<file path="config.mk">
export PLATFORM = sky130hd
export DESIGN_NAME = bytemul_unit
export DESIGN_NICKNAME = d
export VERILOG_FILES = /design/src/rtl/bm_pkg.sv /design/src/rtl/bm_array_mult.sv /design/src/rtl/bm_ctrl.sv /design/src/rtl/bm_datapath.sv /design/src/rtl/bytemul_unit.sv
export SDC_FILE = /design/constraint.sdc
export NUM_CORES = 1
export LEC_CHECK = 0
export ABC_AREA = 1
export CAP_MARGIN = 20
export CELL_PAD_IN_SITES_DETAIL_PLACEMENT = 0
export CELL_PAD_IN_SITES_GLOBAL_PLACEMENT = 1
export CORE_MARGIN = 1.5
export CORE_UTILIZATION = 35
export CTS_CLUSTER_DIAMETER = 150
export DETAILED_ROUTE_END_ITERATION = 6
export PLACE_DENSITY = 0.76
export SETUP_SLACK_MARGIN = 0.2
export SLEW_MARGIN = 20
export SYNTH_ARGS = -nofsm -noshare
export SYNTH_HDL_FRONTEND = slang
export SYNTH_SLANG_ARGS = --single-unit
</file>
<file path="constraint.sdc">
create_clock -name clk -period 5.9 [get_ports clk]
set_clock_uncertainty 0.05 [all_clocks]
set_input_delay 1.18 -clock clk [delete_from_list [all_inputs] [get_ports clk]]
set_output_delay 1.18 -clock clk [all_outputs]
set_load 0.1 [all_outputs]
</file>
<file path="src/rtl/bm_pkg.sv">
package bm_pkg;

  // Sequencer states: idle/multiply, correction for second-operand sign,
  // correction for first-operand sign.
  typedef enum logic [1:0] {
    ST_IDLE  = 2'd0,
    ST_FIX_F = 2'd1,
    ST_FIX_W = 2'd2
  } bm_state_e;

  // Which latched operand a correction subtracts from the high byte.
  typedef enum logic {
    SUB_OPW = 1'b0,
    SUB_OPF = 1'b1
  } bm_subsel_e;

endpackage

</file>
<file path="src/rtl/bm_array_mult.sv">
module bm_array_mult #(
  parameter int W = 8
) (
  input  logic [W-1:0]   mcand_i,
  input  logic [W-1:0]   mplier_i,
  output logic [2*W-1:0] prod_o
);

  localparam int W2 = 2 * W;

  // Running sums of the shifted partial products, one row per multiplier bit.
  logic [W2-1:0] acc [0:W];

  assign acc[0] = '0;

  for (genvar i = 0; i < W; i++) begin : g_row
    logic [W-1:0]  gated;
    logic [W2-1:0] shifted;
    assign gated     = mcand_i & {W{mplier_i[i]}};
    assign shifted   = W2'(gated) << i;
    assign acc[i+1]  = acc[i] + shifted;
  end

  assign prod_o = acc[W];

endmodule

</file>
<file path="src/rtl/bm_ctrl.sv">
module bm_ctrl
  import bm_pkg::*;
(
  input  logic       clk,
  input  logic       rst_n,
  input  logic       req_i,
  input  logic       signed_i,
  input  logic       w_msb_i,
  input  logic       f_msb_i,
  output logic       load_o,
  output logic       sub_en_o,
  output bm_subsel_e sub_sel_o,
  output logic       busy_o,
  output logic       done_o
);

  bm_state_e state_q, state_d;
  logic      pend_w_q, pend_w_d;
  logic      done_q, done_d;
  logic      accept;

  assign accept = req_i && (state_q == ST_IDLE);

  always_comb begin
    state_d  = state_q;
    pend_w_d = pend_w_q;
    done_d   = 1'b0;
    unique case (state_q)
      ST_IDLE: begin
        if (accept) begin
          pend_w_d = signed_i & w_msb_i;
          if (signed_i && f_msb_i) begin
            state_d = ST_FIX_F;
          end else if (signed_i && w_msb_i) begin
            state_d = ST_FIX_W;
          end else begin
            done_d = 1'b1;
          end
        end
      end
      ST_FIX_F: begin
        if (pend_w_q) begin
          state_d = ST_FIX_W;
        end else begin
          state_d = ST_IDLE;
          done_d  = 1'b1;
        end
      end
      ST_FIX_W: begin
        state_d = ST_IDLE;
        done_d  = 1'b1;
      end
      default: begin
        state_d = ST_IDLE;
      end
    endcase
  end

  always_ff @(posedge clk or negedge rst_n) begin
    if (!rst_n) begin
      state_q  <= ST_IDLE;
      pend_w_q <= 1'b0;
      done_q   <= 1'b0;
    end else begin
      state_q  <= state_d;
      pend_w_q <= pend_w_d;
      done_q   <= done_d;
    end
  end

  assign load_o    = accept;
  assign sub_en_o  = (state_q != ST_IDLE);
  assign sub_sel_o = (state_q == ST_FIX_W) ? SUB_OPF : SUB_OPW;
  assign busy_o    = (state_q != ST_IDLE);
  assign done_o    = done_q;


  fixw_last_chk: assert property (@(posedge clk) disable iff (!rst_n)
    (state_q == ST_FIX_W) |=> (state_q == ST_IDLE && done_q));


  fixf_first_chk: assert property (@(posedge clk) disable iff (!rst_n)
    (state_q == ST_FIX_W) |-> $past(state_q == ST_FIX_F || accept));


  busy_done_excl_chk: assert property (@(posedge clk) disable iff (!rst_n)
    !(busy_o && done_o));


  busy_ignore_chk: assert property (@(posedge clk) disable iff (!rst_n)
    (sub_en_o && req_i) |-> !load_o);

endmodule

</file>
<file path="src/rtl/bm_datapath.sv">
module bm_datapath
  import bm_pkg::*;
#(
  parameter int W = 8
) (
  input  logic         clk,
  input  logic         rst_n,
  input  logic         load_i,
  input  logic         sub_en_i,
  input  bm_subsel_e   sub_sel_i,
  input  logic [W-1:0] opw_i,
  input  logic [W-1:0] opf_i,
  input  logic [2*W-1:0] prod_i,
  output logic [W-1:0] hi_o,
  output logic [W-1:0] lo_o
);

  logic [W-1:0] opw_q, opf_q;
  logic [W-1:0] hi_q, hi_d;
  logic [W-1:0] lo_q, lo_d;
  logic [W-1:0] sub_operand;
  logic         hi_en, lo_en, op_en;

  assign sub_operand = (sub_sel_i == SUB_OPF) ? opf_q : opw_q;

  // Clock enables
  assign op_en = load_i;
  assign lo_en = load_i;
  assign hi_en = load_i | sub_en_i;

  always_comb begin
    lo_d = prod_i[W-1:0];
    if (load_i) begin
      hi_d = prod_i[2*W-1:W];
    end else begin
      hi_d = hi_q - sub_operand;
    end
  end

  always_ff @(posedge clk or negedge rst_n) begin
    if (!rst_n) begin
      opw_q <= '0;
      opf_q <= '0;
    end else if (op_en) begin
      opw_q <= opw_i;
      opf_q <= opf_i;
    end
  end

  always_ff @(posedge clk or negedge rst_n) begin
    if (!rst_n) begin
      hi_q <= '0;
    end else if (hi_en) begin
      hi_q <= hi_d;
    end
  end

  always_ff @(posedge clk or negedge rst_n) begin
    if (!rst_n) begin
      lo_q <= '0;
    end else if (lo_en) begin
      lo_q <= lo_d;
    end
  end

  assign hi_o = hi_q;
  assign lo_o = lo_q;


  lo_hold_chk: assert property (@(posedge clk) disable iff (!rst_n)
    (sub_en_i && !load_i) |=> $stable(lo_q));


  prod_hold_chk: assert property (@(posedge clk) disable iff (!rst_n)
    (!load_i && !sub_en_i) |=> ($stable(hi_q) && $stable(lo_q)));


  sub_wrap_chk: assert property (@(posedge clk) disable iff (!rst_n)
    (sub_en_i && !load_i && sub_sel_i == SUB_OPW) |=> (hi_q == $past(hi_q - opw_q)));

endmodule

</file>
<file path="src/rtl/bytemul_unit.sv">
module bytemul_unit
  import bm_pkg::*;
#(
  parameter int W = 8
) (
  input  logic         clk,
  input  logic         rst_n,
  input  logic         req_i,
  input  logic         signed_i,
  input  logic [W-1:0] opw_i,
  input  logic [W-1:0] opf_i,
  output logic         busy_o,
  output logic         done_o,
  output logic [W-1:0] prod_hi_o,
  output logic [W-1:0] prod_lo_o
);

  localparam int W2 = 2 * W;

  logic [W2-1:0] raw_prod;
  logic          load, sub_en;
  bm_subsel_e    sub_sel;

  bm_array_mult #(.W(W)) i_mult (
    .mcand_i (opw_i),
    .mplier_i(opf_i),
    .prod_o  (raw_prod)
  );

  bm_ctrl i_ctrl (
    .clk      (clk),
    .rst_n    (rst_n),
    .req_i    (req_i),
    .signed_i (signed_i),
    .w_msb_i  (opw_i[W-1]),
    .f_msb_i  (opf_i[W-1]),
    .load_o   (load),
    .sub_en_o (sub_en),
    .sub_sel_o(sub_sel),
    .busy_o   (busy_o),
    .done_o   (done_o)
  );

  bm_datapath #(.W(W)) i_dp (
    .clk      (clk),
    .rst_n    (rst_n),
    .load_i   (load),
    .sub_en_i (sub_en),
    .sub_sel_i(sub_sel),
    .opw_i    (opw_i),
    .opf_i    (opf_i),
    .prod_i   (raw_prod),
    .hi_o     (prod_hi_o),
    .lo_o     (prod_lo_o)
  );


  unsigned_result_chk: assert property (@(posedge clk) disable iff (!rst_n)
    (req_i && !busy_o && !signed_i) |=>
      (done_o && {prod_hi_o, prod_lo_o} == $past(W2'(opw_i) * W2'(opf_i))));


  signed_pos_fast_chk: assert property (@(posedge clk) disable iff (!rst_n)
    (req_i && !busy_o && signed_i && !opw_i[W-1] && !opf_i[W-1]) |=> done_o);


  done_after_busy_chk: assert property (@(posedge clk) disable iff (!rst_n)
    $fell(busy_o) |-> done_o);

endmodule

</file>
==> run metrics, run 1 <==
status completed; fmax 184.4 MHz; GP Congestion 0.8401; most used cell along the critical path nand2_1; slowest stage delay, CP 0.52 ns; Via-to-Cell Ratio 4.800; Ports 38; Die Ht 110.3 um; synthesized instance count 552; DRT antenna net count 0; register area 900.9 um^2; Worst setup SP type input pin; Tightest Pin Transition 0.9929 ns; die width 110.3 um; Req. time, crit path 6.02 ns; Clock Pin Slew Worst Setup and Hold Paths 0.06 ns; row count 38; post-synthesis sequential area ratio 22.37%; RSZ-0062 raised after global routing no; cts hold-fix bufs 0; Filler Cell Count 1,165; Slowest cell on crit path fa_1; Fin Hold WS 0.4231 ns; die area 0.01216 mm^2; DRC violations left 0; buffers and inverters on the worst path 5; I/O Buffers 37; Crit path arrival time 5.55 ns; clk root buf clkbuf_16; Seq cells post-synth 36; Routed WL per cell 13.56 um; initial antenna violation count 0; Initial Util 36.50%; pin count of the biggest net entering global routing 37; Net Count, Synth 648; TritonCTS clock tree yes; H-tree depth 2; synth warn 0; Post-DP HPWL 7976 um; first-pass GRT wire length 16,520 um; crit share post-route 91.92%; Leakage 2.856 nW; max-cap violations 0; pwr/cell area 430.8 mW/mm^2; TNS Setup 0 ns; Peak VDD IR 0.4165 mV; multi-input logic area 0.002675 mm^2; vias in the first global route 3,390; gr ovfl total 0; deepest clock path buffer count 2; mapped cell area 0.004026 mm^2; Via Count 3,581; layout cells sized above 1 10.56%; Yosys cell types 33; Final Net Count 701; # clock sinks 36; Pre-Repair DR Iteration Count 4; Starting DRT DRC Count 269; total CTS buffers 5; Slew HR 33.60%; Skew-Pair Late Insertion Delay 0.28 ns; critical path class input pin to flip-flop; Avg Cell Area, Syn 7.294 um^2; critical path's top delay family adder cells; area grow syn2layout 21.63%; CORE AREA 0.01103 mm^2; Inserted Diodes 0; final WL 10,120 um; Hold/Removal Path Class flip-flop to flip-flop; largest fanout on the critical path 5; endpoints failing setup 0; Total GRT Usage 17.58%; final hold vios 0; Max Slew Vio Count 0; post-layout min period 5.423 ns; kind of end point of the critical path flip-flop
==> registers in the layout (all words and copies together) (netlist names) <==
signal and cells:
i_dp.lo_o 8, i_ctrl.pend_w_q 1, i_dp.hi_o 8, i_dp.opf_q 8
i_ctrl.state_q 2, i_dp.opw_q 8, i_ctrl.done_o 1
==> cell type report <==
class	instances	area share, %
sequential	36	18.40
clock inverter	3	0.8687
clock buffer	5	2.555
timing repair buffer	68	12.03
multi-input combinational	391	54.62
tap	140	3.577
inverter	103	7.946
==> path summary, 6_finish.rpt <==
| path | start | endpoint | slack [ns] | cells past startpoint |
|---|---|---|---|---|
| worst max register to register | i_ctrl.state_q[0] | i_dp.hi_o[6] | 3.51 | 15 |
| worst min-delay path | i_dp.lo_o[3] | i_dp.lo_o[3] | 0.42 | 2 |
| min in group asynchronous | rst_n | i_ctrl.done_o | 0.96 | 1 |
| worst min register to register | i_dp.lo_o[3] | i_dp.lo_o[3] | 0.42 | 2 |
| worst max-delay path | opw_i[3] | i_dp.hi_o[6] | 0.48 | 26 |
| max in group asynchronous | rst_n | i_dp.hi_o[3] | 4.29 | 1 |
==> worst reg2reg max path, stage by stage (launching register included) <==
cell and delay (ns):
dfrtp_1 0.41, inv_2 0.11, nand2_2 0.17, o21ai_0 0.28, inv_1 0.09, fa_1 0.43, inv_1 0.09, nand3_1 0.06
nand2_1 0.12, nand3_1 0.11, nand2_1 0.07, nand2_1 0.04, nand3_1 0.08, nand2_1 0.07, nand2_1 0.05, nand2_1 0.04
==> stage by stage <==
stage	utilization, %	power (mW)	cell area, um^2	cells	setup WS, ns
floorplan	-	1.454	4026	552	0.2889
CTS	43.98	2.110	4851	744	0.2648
finish	44.40	2.110	4897	746	0.4769
global route	44.40	2.286	4897	746	0.2155
detailed placement	42.46	1.792	4683	736	-0.1898
global placement	42.46	1.774	4683	736	-0.1983
==> report_power, final <==
group	internal, mW	total, mW	leakage, nW	switching [mW]
Clock	0.199	0.305	0.0798	0.107
Combinational	0.463	1.42	2.33	0.961
Sequential	0.325	0.380	0.443	0.0552
Total	0.986	2.11	2.86	1.12
==> cells in the mapped netlist, drive strengths merged <==
library cell / instances / share of area [%]
fa: 35 / 17
xor2: 6 / 1.3
a31oi: 2 / 0.31
a21oi: 20 / 2.5
xnor2: 3 / 0.65
nand2: 202 / 19
nand3b: 4 / 0.75
nor3: 1 / 0.12
or2: 1 / 0.16
nor2: 22 / 2.5
o311ai: 1 / 0.22
mux2i: 5 / 1.2
ha: 41 / 13
inv: 103 / 9.7
o221ai: 2 / 0.44
clkbuf: 14 / 1.3
o21ai: 16 / 2.0
nand3: 23 / 2.9
nand4: 2 / 0.31
nor4: 1 / 0.16
buf: 8 / 1.2
o21bai: 1 / 0.19
a21o: 3 / 0.56
dfrtp: 36 / 22
==> what timing repair did <==
action / 4_1_cts / 5_1_grt
endpoints found under the hold margin: 0 / 0
resized for setup: 7 / 18
setup buffers: 0 / 2
endpoints found under the setup margin: 7 / 7
pin swaps: 1 / 11
==> layer usage <==
layer / track usage, % / wire [um] / vias up
li1: - / - / 1779
met1: 25.09 / 4992 / 1716
met2: 29.50 / 4654 / 80
met3: 1.529 / 404 / 6
met4: 2.747 / 67 / 0
met5: 0 / 0 / -
==> cell families after synthesis <==
group	count (synthesis)	share of synthesized area, %
AOI/OAI and AO/OA	45	6.184
xor gates and xnor gates	9	1.958
adders and majority gates	76	30.14
buffers and inverters	125	12.18
DFF	36	22.37
muxes	5	1.243
and+or+nand+nor	256	25.92
==> cells in the final DEF, fill, tap and decap left out, types with 3 or more instances in the layout <==
cell,count
xor2_1,6
inv_2,4
clkbuf_2,3
ha_1,38
clkdlybuf4s50_1,28
dlymetal6s2s_1,3
xnor2_1,3
nor2_1,19
inv_1,98
o21ai_0,13
fa_1,33
a21o_1,3
clkbuf_16,5
nand3_1,22
nand2_1,198
a21oi_1,19
nand3b_1,4
mux2i_1,5
dfrtp_1,36
buf_4,31
nand2_2,3
Power figures use the tool's default switching activity.
==> inputs of run 2 (changes only) <==
--- a/config.mk
+++ b/config.mk
@@ -13,7 +13,7 @@
 export CORE_UTILIZATION = 35
 export CTS_CLUSTER_DIAMETER = 150
 export DETAILED_ROUTE_END_ITERATION = 6
-export PLACE_DENSITY = 0.76
+export PLACE_DENSITY_LB_ADDON = 0.08
 export SETUP_SLACK_MARGIN = 0.2
 export SLEW_MARGIN = 20
 export SYNTH_ARGS = -nofsm -noshare
==> run 2 against run 1 <==
Routed wire length rose by 0.71%. Sequential power barely moved. Worst setup slack improved by 0.046 ns. Clock-buffer cell count did not move. Die area did not move. Sequential share of layout area fell by 0.11 points. Clock power fell by 2%. Critical path depth fell by 1. Core utilization rose by 0.27 points. Critical path type unchanged. Critical endpoint is now i_dp.hi_o[7]. Largest cell class unchanged.
==> run metrics, run 2 (synthesis gave the netlist of run 1 again) <==
max-cap violations 0 (unchanged); Crit path arrival time 5.50 ns (was 5.55 ns); deepest clock path buffer count 2 (unchanged); RR Startpoint i_ctrl.state_q[0] (unchanged); Final Net Count 699 (was 701); multi-input logic area 0.002706 mm^2 (was 0.002675 mm^2); gr ovfl total 0 (unchanged); placed cell area 0.004668 mm^2 (was 0.004683 mm^2); vias in the first global route 3,413 (was 3,390); # clock sinks 36 (unchanged); GP Congestion 0.7800 (was 0.8401); Clock Pin Slew Worst Setup and Hold Paths 0.06 ns (about the same); area grow syn2layout 22.37% (was 21.63%); largest fanout on the critical path 5 (unchanged); die width 110.3 um (unchanged); die area 0.01216 mm^2 (unchanged); first-pass GRT wire length 16,730 um (was 16,520 um); crit share post-route 91.14% (was 91.92%); Slew HR 34.31% (was 33.60%); Tightest Pin Transition 0.9822 ns (was 0.9929 ns); I/O Buffers 37 (unchanged); utilization after layout 44.67% (was 44.40%); status completed (unchanged); layout cells sized above 1 10.60% (was 10.56%); Skew-Pair Late Insertion Delay 0.28 ns (about the same); Leakage 2.863 nW (was 2.856 nW); most common cell after layout, fill and taps aside nand2_1 (unchanged); Hold/Removal Path Class flip-flop to flip-flop (unchanged); Max Slew Vio Count 0 (unchanged); total CTS buffers 5 (unchanged); Die Ht 110.3 um (unchanged); kind of end point of the critical path flip-flop (unchanged); DRC violations left 0 (unchanged); Inserted Diodes 0 (unchanged); endpoints failing setup 0 (unchanged); Pre-Repair DR Iteration Count 4 (unchanged); Peak VDD IR 0.3131 mV (was 0.4165 mV); final hold vios 0 (unchanged); Worst Min Path Start i_dp.opw_q[1] (was i_dp.lo_o[3]); Via Count 3,552 (was 3,581); H-tree depth 2 (unchanged); critical path class input pin to flip-flop (unchanged); pwr/cell area 430.0 mW/mm^2 (was 430.8 mW/mm^2); cts hold-fix bufs 0 (unchanged); DRT antenna net count 0 (unchanged); RSZ-0062 raised after global routing no (unchanged); highest-count cells in the layout ignoring fill and taps 199 x nand2_1, 95 x inv_1, 37 x ha_1 (was 198 x nand2_1, 98 x inv_1, 38 x ha_1); Filler Cell Count 1,155 (was 1,165); pin count of the biggest net entering global routing 37 (unchanged); Worst setup startpoint opf_i[0] (was opw_i[3]); Req. time, crit path 6.02 ns (about the same); register area 900.9 um^2 (unchanged); Routed WL per cell 13.70 um (was 13.56 um); TritonCTS clock tree yes (unchanged); Ports 38 (unchanged); CORE AREA 0.01103 mm^2 (unchanged); fmax 186.0 MHz (was 184.4 MHz); Post-DP HPWL 8118 um (was 7976 um); Worst setup SP type input pin (unchanged); row count 38 (unchanged); Total GRT Usage 18.04% (was 17.58%); Via-to-Cell Ratio 4.774 (was 4.800); post-layout min period 5.377 ns (was 5.423 ns); clk root buf clkbuf_16 (unchanged); Post-Layout Inst Area 0.004927 mm^2 (was 0.004897 mm^2); initial antenna violation count 0 (unchanged); final WL 10,190 um (was 10,120 um); Initial Util 36.50% (unchanged); Starting DRT DRC Count 171 (was 269); TNS Setup 0 ns (unchanged)
[run 2: path summary, 6_finish.rpt]
path	endpoint	slack, ns	depth (start not counted)
worst max-delay path	i_dp.hi_o[7]	0.52	25
worst min-delay path	i_dp.opw_q[1]	0.42	2
worst max register to register	i_dp.hi_o[6]	3.45	15
worst min register to register	i_dp.opw_q[1]	0.42	2
max in group asynchronous	i_dp.lo_o[2]	4.33	1
min in group asynchronous	i_dp.hi_o[7]	0.95	1
[run 2: routing by layer]
layer,vias to the layer above,part of all wire (%),global-route usage (%)
met5,-,0,0
met4,0,1.4,4.945
met3,9,3.6,2.058
met2,58,47,29.81
met1,1704,48,25.01
li1,1781,-,-
[run 2: timing repair]
item                       4_1_cts  5_1_grt
resized for setup                9       15
pin swaps                        5       11
setup buffers                    1        1
setup endpoints to repair        6        8
[run 2: critical path: stages]
cell,delay (ns)
dlygate4sd2_1,0.29
buf_4,0.17
nand2_1,0.06
inv_1,0.04
ha_1,0.29
nor2_1,0.06
a31oi_2,0.15
xor2_1,0.15
inv_1,0.06
fa_1,0.48
inv_1,0.05
fa_1,0.45
fa_2,0.36
fa_1,0.61
inv_1,0.06
ha_1,0.29
nand2_1,0.06
nor2_1,0.11
nand3_1,0.11
nand3_1,0.10
nand2_1,0.05
nand3_1,0.13
nand2_1,0.07
nand2_1,0.06
nand2_1,0.04
[run 2: area by class of cell]
type | count | share of cell area [%]
clock buffer | 5 | 2.539
clock inverter | 3 | 0.8634
inverter | 103 | 7.897
multi-input combinational | 391 | 54.93
sequential | 36 | 18.28
tap | 140 | 3.555
timing repair buffer | 66 | 11.93
[run 2: where the power goes]
part	internal, mW	total (mW)	switching [mW]
logic	0.471	1.44	0.970
clock network	0.198	0.300	0.102
registers	0.325	0.378	0.0524
[run 2: stage by stage]
step	cells	setup slack (ns)	hold slack, ns	power (mW)
after CTS	743	0.2227	0.4182	2.119
final	744	0.5227	0.4165	2.119
after global placement	734	-0.1454	0.4026	1.786
after floorplan	552	0.2889	0.3845	1.454
after global routing	744	0.1951	0.4449	2.312
after detailed placement	734	-0.2327	0.4039	1.796
==> inputs of run 3 (changes only) <==
--- a/config.mk
+++ b/config.mk
@@ -7,8 +7,6 @@
 export LEC_CHECK = 0
 export ABC_AREA = 1
 export CAP_MARGIN = 20
-export CELL_PAD_IN_SITES_DETAIL_PLACEMENT = 0
-export CELL_PAD_IN_SITES_GLOBAL_PLACEMENT = 1
 export CORE_MARGIN = 1.5
 export CORE_UTILIZATION = 35
 export CTS_CLUSTER_DIAMETER = 150
==> run 3 against run 2 <==
Die area did not move. Via count shrank 2.1%. Global-route usage is 0.44 points lower. Non-clock buffer count grew 3. Sequential cell count is the same. Clock power hardly changed. Largest power group unchanged.
==> run metrics, run 3 (synthesis gave the netlist of run 1 again) <==
status completed (unchanged); vias in the first global route 3,386 (was 3,413); most common cell after layout, fill and taps aside nand2_1 (unchanged); Filler Cell Count 1,189 (was 1,155); Clock Pin Slew Worst Setup and Hold Paths 0.06 ns (about the same); TNS Setup 0 ns (unchanged); Post-DP HPWL 8089 um (was 8118 um); TritonCTS clock tree yes (unchanged); Worst setup SP type input pin (unchanged); Worst setup startpoint opw_i[6] (was opf_i[0]); Final Net Count 702 (was 699); fmax 182.7 MHz (was 186.0 MHz); critical path class input pin to flip-flop (unchanged); row count 38 (unchanged); die area 0.01216 mm^2 (unchanged); pwr/cell area 429.2 mW/mm^2 (was 430.0 mW/mm^2); CORE AREA 0.01103 mm^2 (unchanged); layout cells sized above 1 10.87% (was 10.60%); crit path capture i_dp.hi_o[6] (was i_dp.hi_o[7]); DRT antenna net count 0 (unchanged); Initial Util 36.50% (unchanged); Total GRT Usage 17.60% (was 18.04%); initial antenna violation count 0 (unchanged); total CTS buffers 5 (unchanged); Max Slew Vio Count 0 (unchanged); RSZ-0062 raised after global routing no (unchanged); highest-count cells in the layout ignoring fill and taps 198 x nand2_1, 98 x inv_1, 38 x ha_1 (was 199 x nand2_1, 95 x inv_1, 37 x ha_1); Hold/Removal Path Class flip-flop to flip-flop (unchanged); GP Congestion 0.8435 (was 0.7800); gr ovfl total 0 (unchanged); I/O Buffers 37 (unchanged); crit share post-route 92.77% (was 91.14%); endpoints failing setup 0 (unchanged); Via Count 3,479 (was 3,552); Pre-Repair DR Iteration Count 4 (unchanged); Crit path arrival time 5.59 ns (was 5.50 ns); max-cap violations 0 (unchanged); final WL 9905 um (was 10,190 um); utilization after layout 44.49% (was 44.67%); Fin Hold WS 0.4174 ns (was 0.4165 ns); Leakage 2.861 nW (was 2.863 nW); area grow syn2layout 21.88% (was 22.37%); kind of end point of the critical path flip-flop (unchanged); first-pass GRT wire length 16,470 um (was 16,730 um); worst r2r dst i_dp.hi_o[6] (unchanged); Routed WL per cell 13.26 um (was 13.70 um); Skew-Pair Late Insertion Delay 0.27 ns (was 0.28 ns); largest fanout on the critical path 4 (was 5); Inserted Diodes 0 (unchanged); deepest clock path buffer count 2 (unchanged); Peak VDD IR 0.3492 mV (was 0.3131 mV); H-tree depth 2 (unchanged); cts hold-fix bufs 0 (unchanged); Starting DRT DRC Count 186 (was 171); final hold vios 0 (unchanged); FF-to-FF path depth 15 (unchanged); Ports 38 (unchanged); Slew HR 33.90% (was 34.31%); clk root buf clkbuf_16 (unchanged); die width 110.3 um (unchanged); DRC violations left 0 (unchanged); post-layout min period 5.474 ns (was 5.377 ns); Tightest Pin Transition 0.9884 ns (was 0.9822 ns); Via-to-Cell Ratio 4.657 (was 4.774); Die Ht 110.3 um (unchanged); RR Startpoint i_ctrl.state_q[0] (unchanged); Req. time, crit path 6.02 ns (about the same); reg-to-reg setup timing slack 3.46 ns (was 3.45 ns); # clock sinks 36 (unchanged); pin count of the biggest net entering global routing 37 (unchanged)
-- run 3: cell types whose count changed in the layout (fill, tap and decap cells not counted), moves of 2 or more --
cell / delta
clkbuf_2: +4
dlygate4sd2_1: -4
inv_1: +3
inv_2: -3
buf_6: +2
ha_4: -2
-- run 3: metal layers --
layer | global-route usage (%) | wire [um]
met5 | 0 | 0
met4 | 3.480 | 72
met3 | 1.293 | 272
met2 | 28.40 | 4518
met1 | 25.94 | 5041
-- run 3: worst max-delay path, stage by stage --
cell	delay (ns)
clkdlybuf4s50_1	0.46
nand2_1	0.09
inv_1	0.04
ha_1	0.29
inv_1	0.12
xor2_1	0.15
inv_1	0.07
fa_1	0.48
inv_1	0.05
fa_1	0.41
fa_1	0.55
fa_2	0.45
buf_4	0.15
fa_2	0.37
nand3b_1	0.18
nand2_2	0.12
nand3_2	0.08
nand2_1	0.07
nand2_1	0.04
nand3_1	0.06
nand2_1	0.05
nand2_1	0.05
nand2_1	0.04
-- run 3: where the power goes --
group | internal [mW] | switching, mW
Sequential | 0.325 | 0.0519
Clock | 0.198 | 0.0987
Combinational | 0.471 | 0.961
Total | 0.995 | 1.11
-- run 3: stage by stage --
stage | instance area [um^2] | total power [mW] | std cells | setup WS (ns)
floorplan | 4026 | 1.454 | 552 | 0.2889
global placement | 4683 | 1.783 | 736 | -0.1638
detailed placement | 4683 | 1.794 | 736 | -0.2287
CTS | 4851 | 2.107 | 744 | 0.2223
global route | 4907 | 2.305 | 747 | 0.1909
finish | 4907 | 2.106 | 747 | 0.4265
-- run 3: worst min-delay path by stage --
stage,cells after the start,from,slack (ns),to
after floorplan,2,i_dp.opw_q[1],0.38,i_dp.opw_q[1]
after global placement,2,i_dp.opf_q[3],0.40,i_dp.opf_q[3]
after detailed placement,2,i_dp.lo_o[3],0.41,i_dp.lo_o[3]
after CTS,2,i_dp.lo_o[3],0.42,i_dp.lo_o[3]
after global routing,2,i_dp.lo_o[5],0.44,i_dp.lo_o[5]
final,2,i_dp.lo_o[3],0.42,i_dp.lo_o[3]
-- run 3: cell type report --
cell class | count | area [um^2] | area share, %
clock inverter | 3 | 42.54 | 0.8669
tap | 140 | 175.2 | 3.570
timing repair buffer | 69 | 600.6 | 12.24
sequential | 36 | 900.9 | 18.36
multi-input combinational | 391 | 2674 | 54.49
clock buffer | 5 | 125.1 | 2.550
inverter | 103 | 389.1 | 7.930
-- run 3: what timing repair did --
item | in CTS | in global routing
resized for setup | 7 | 22
pin swaps | 3 | 10
gates cloned | 0 | 0
setup endpoints to repair | 6 | 7
setup buffers | 0 | 3
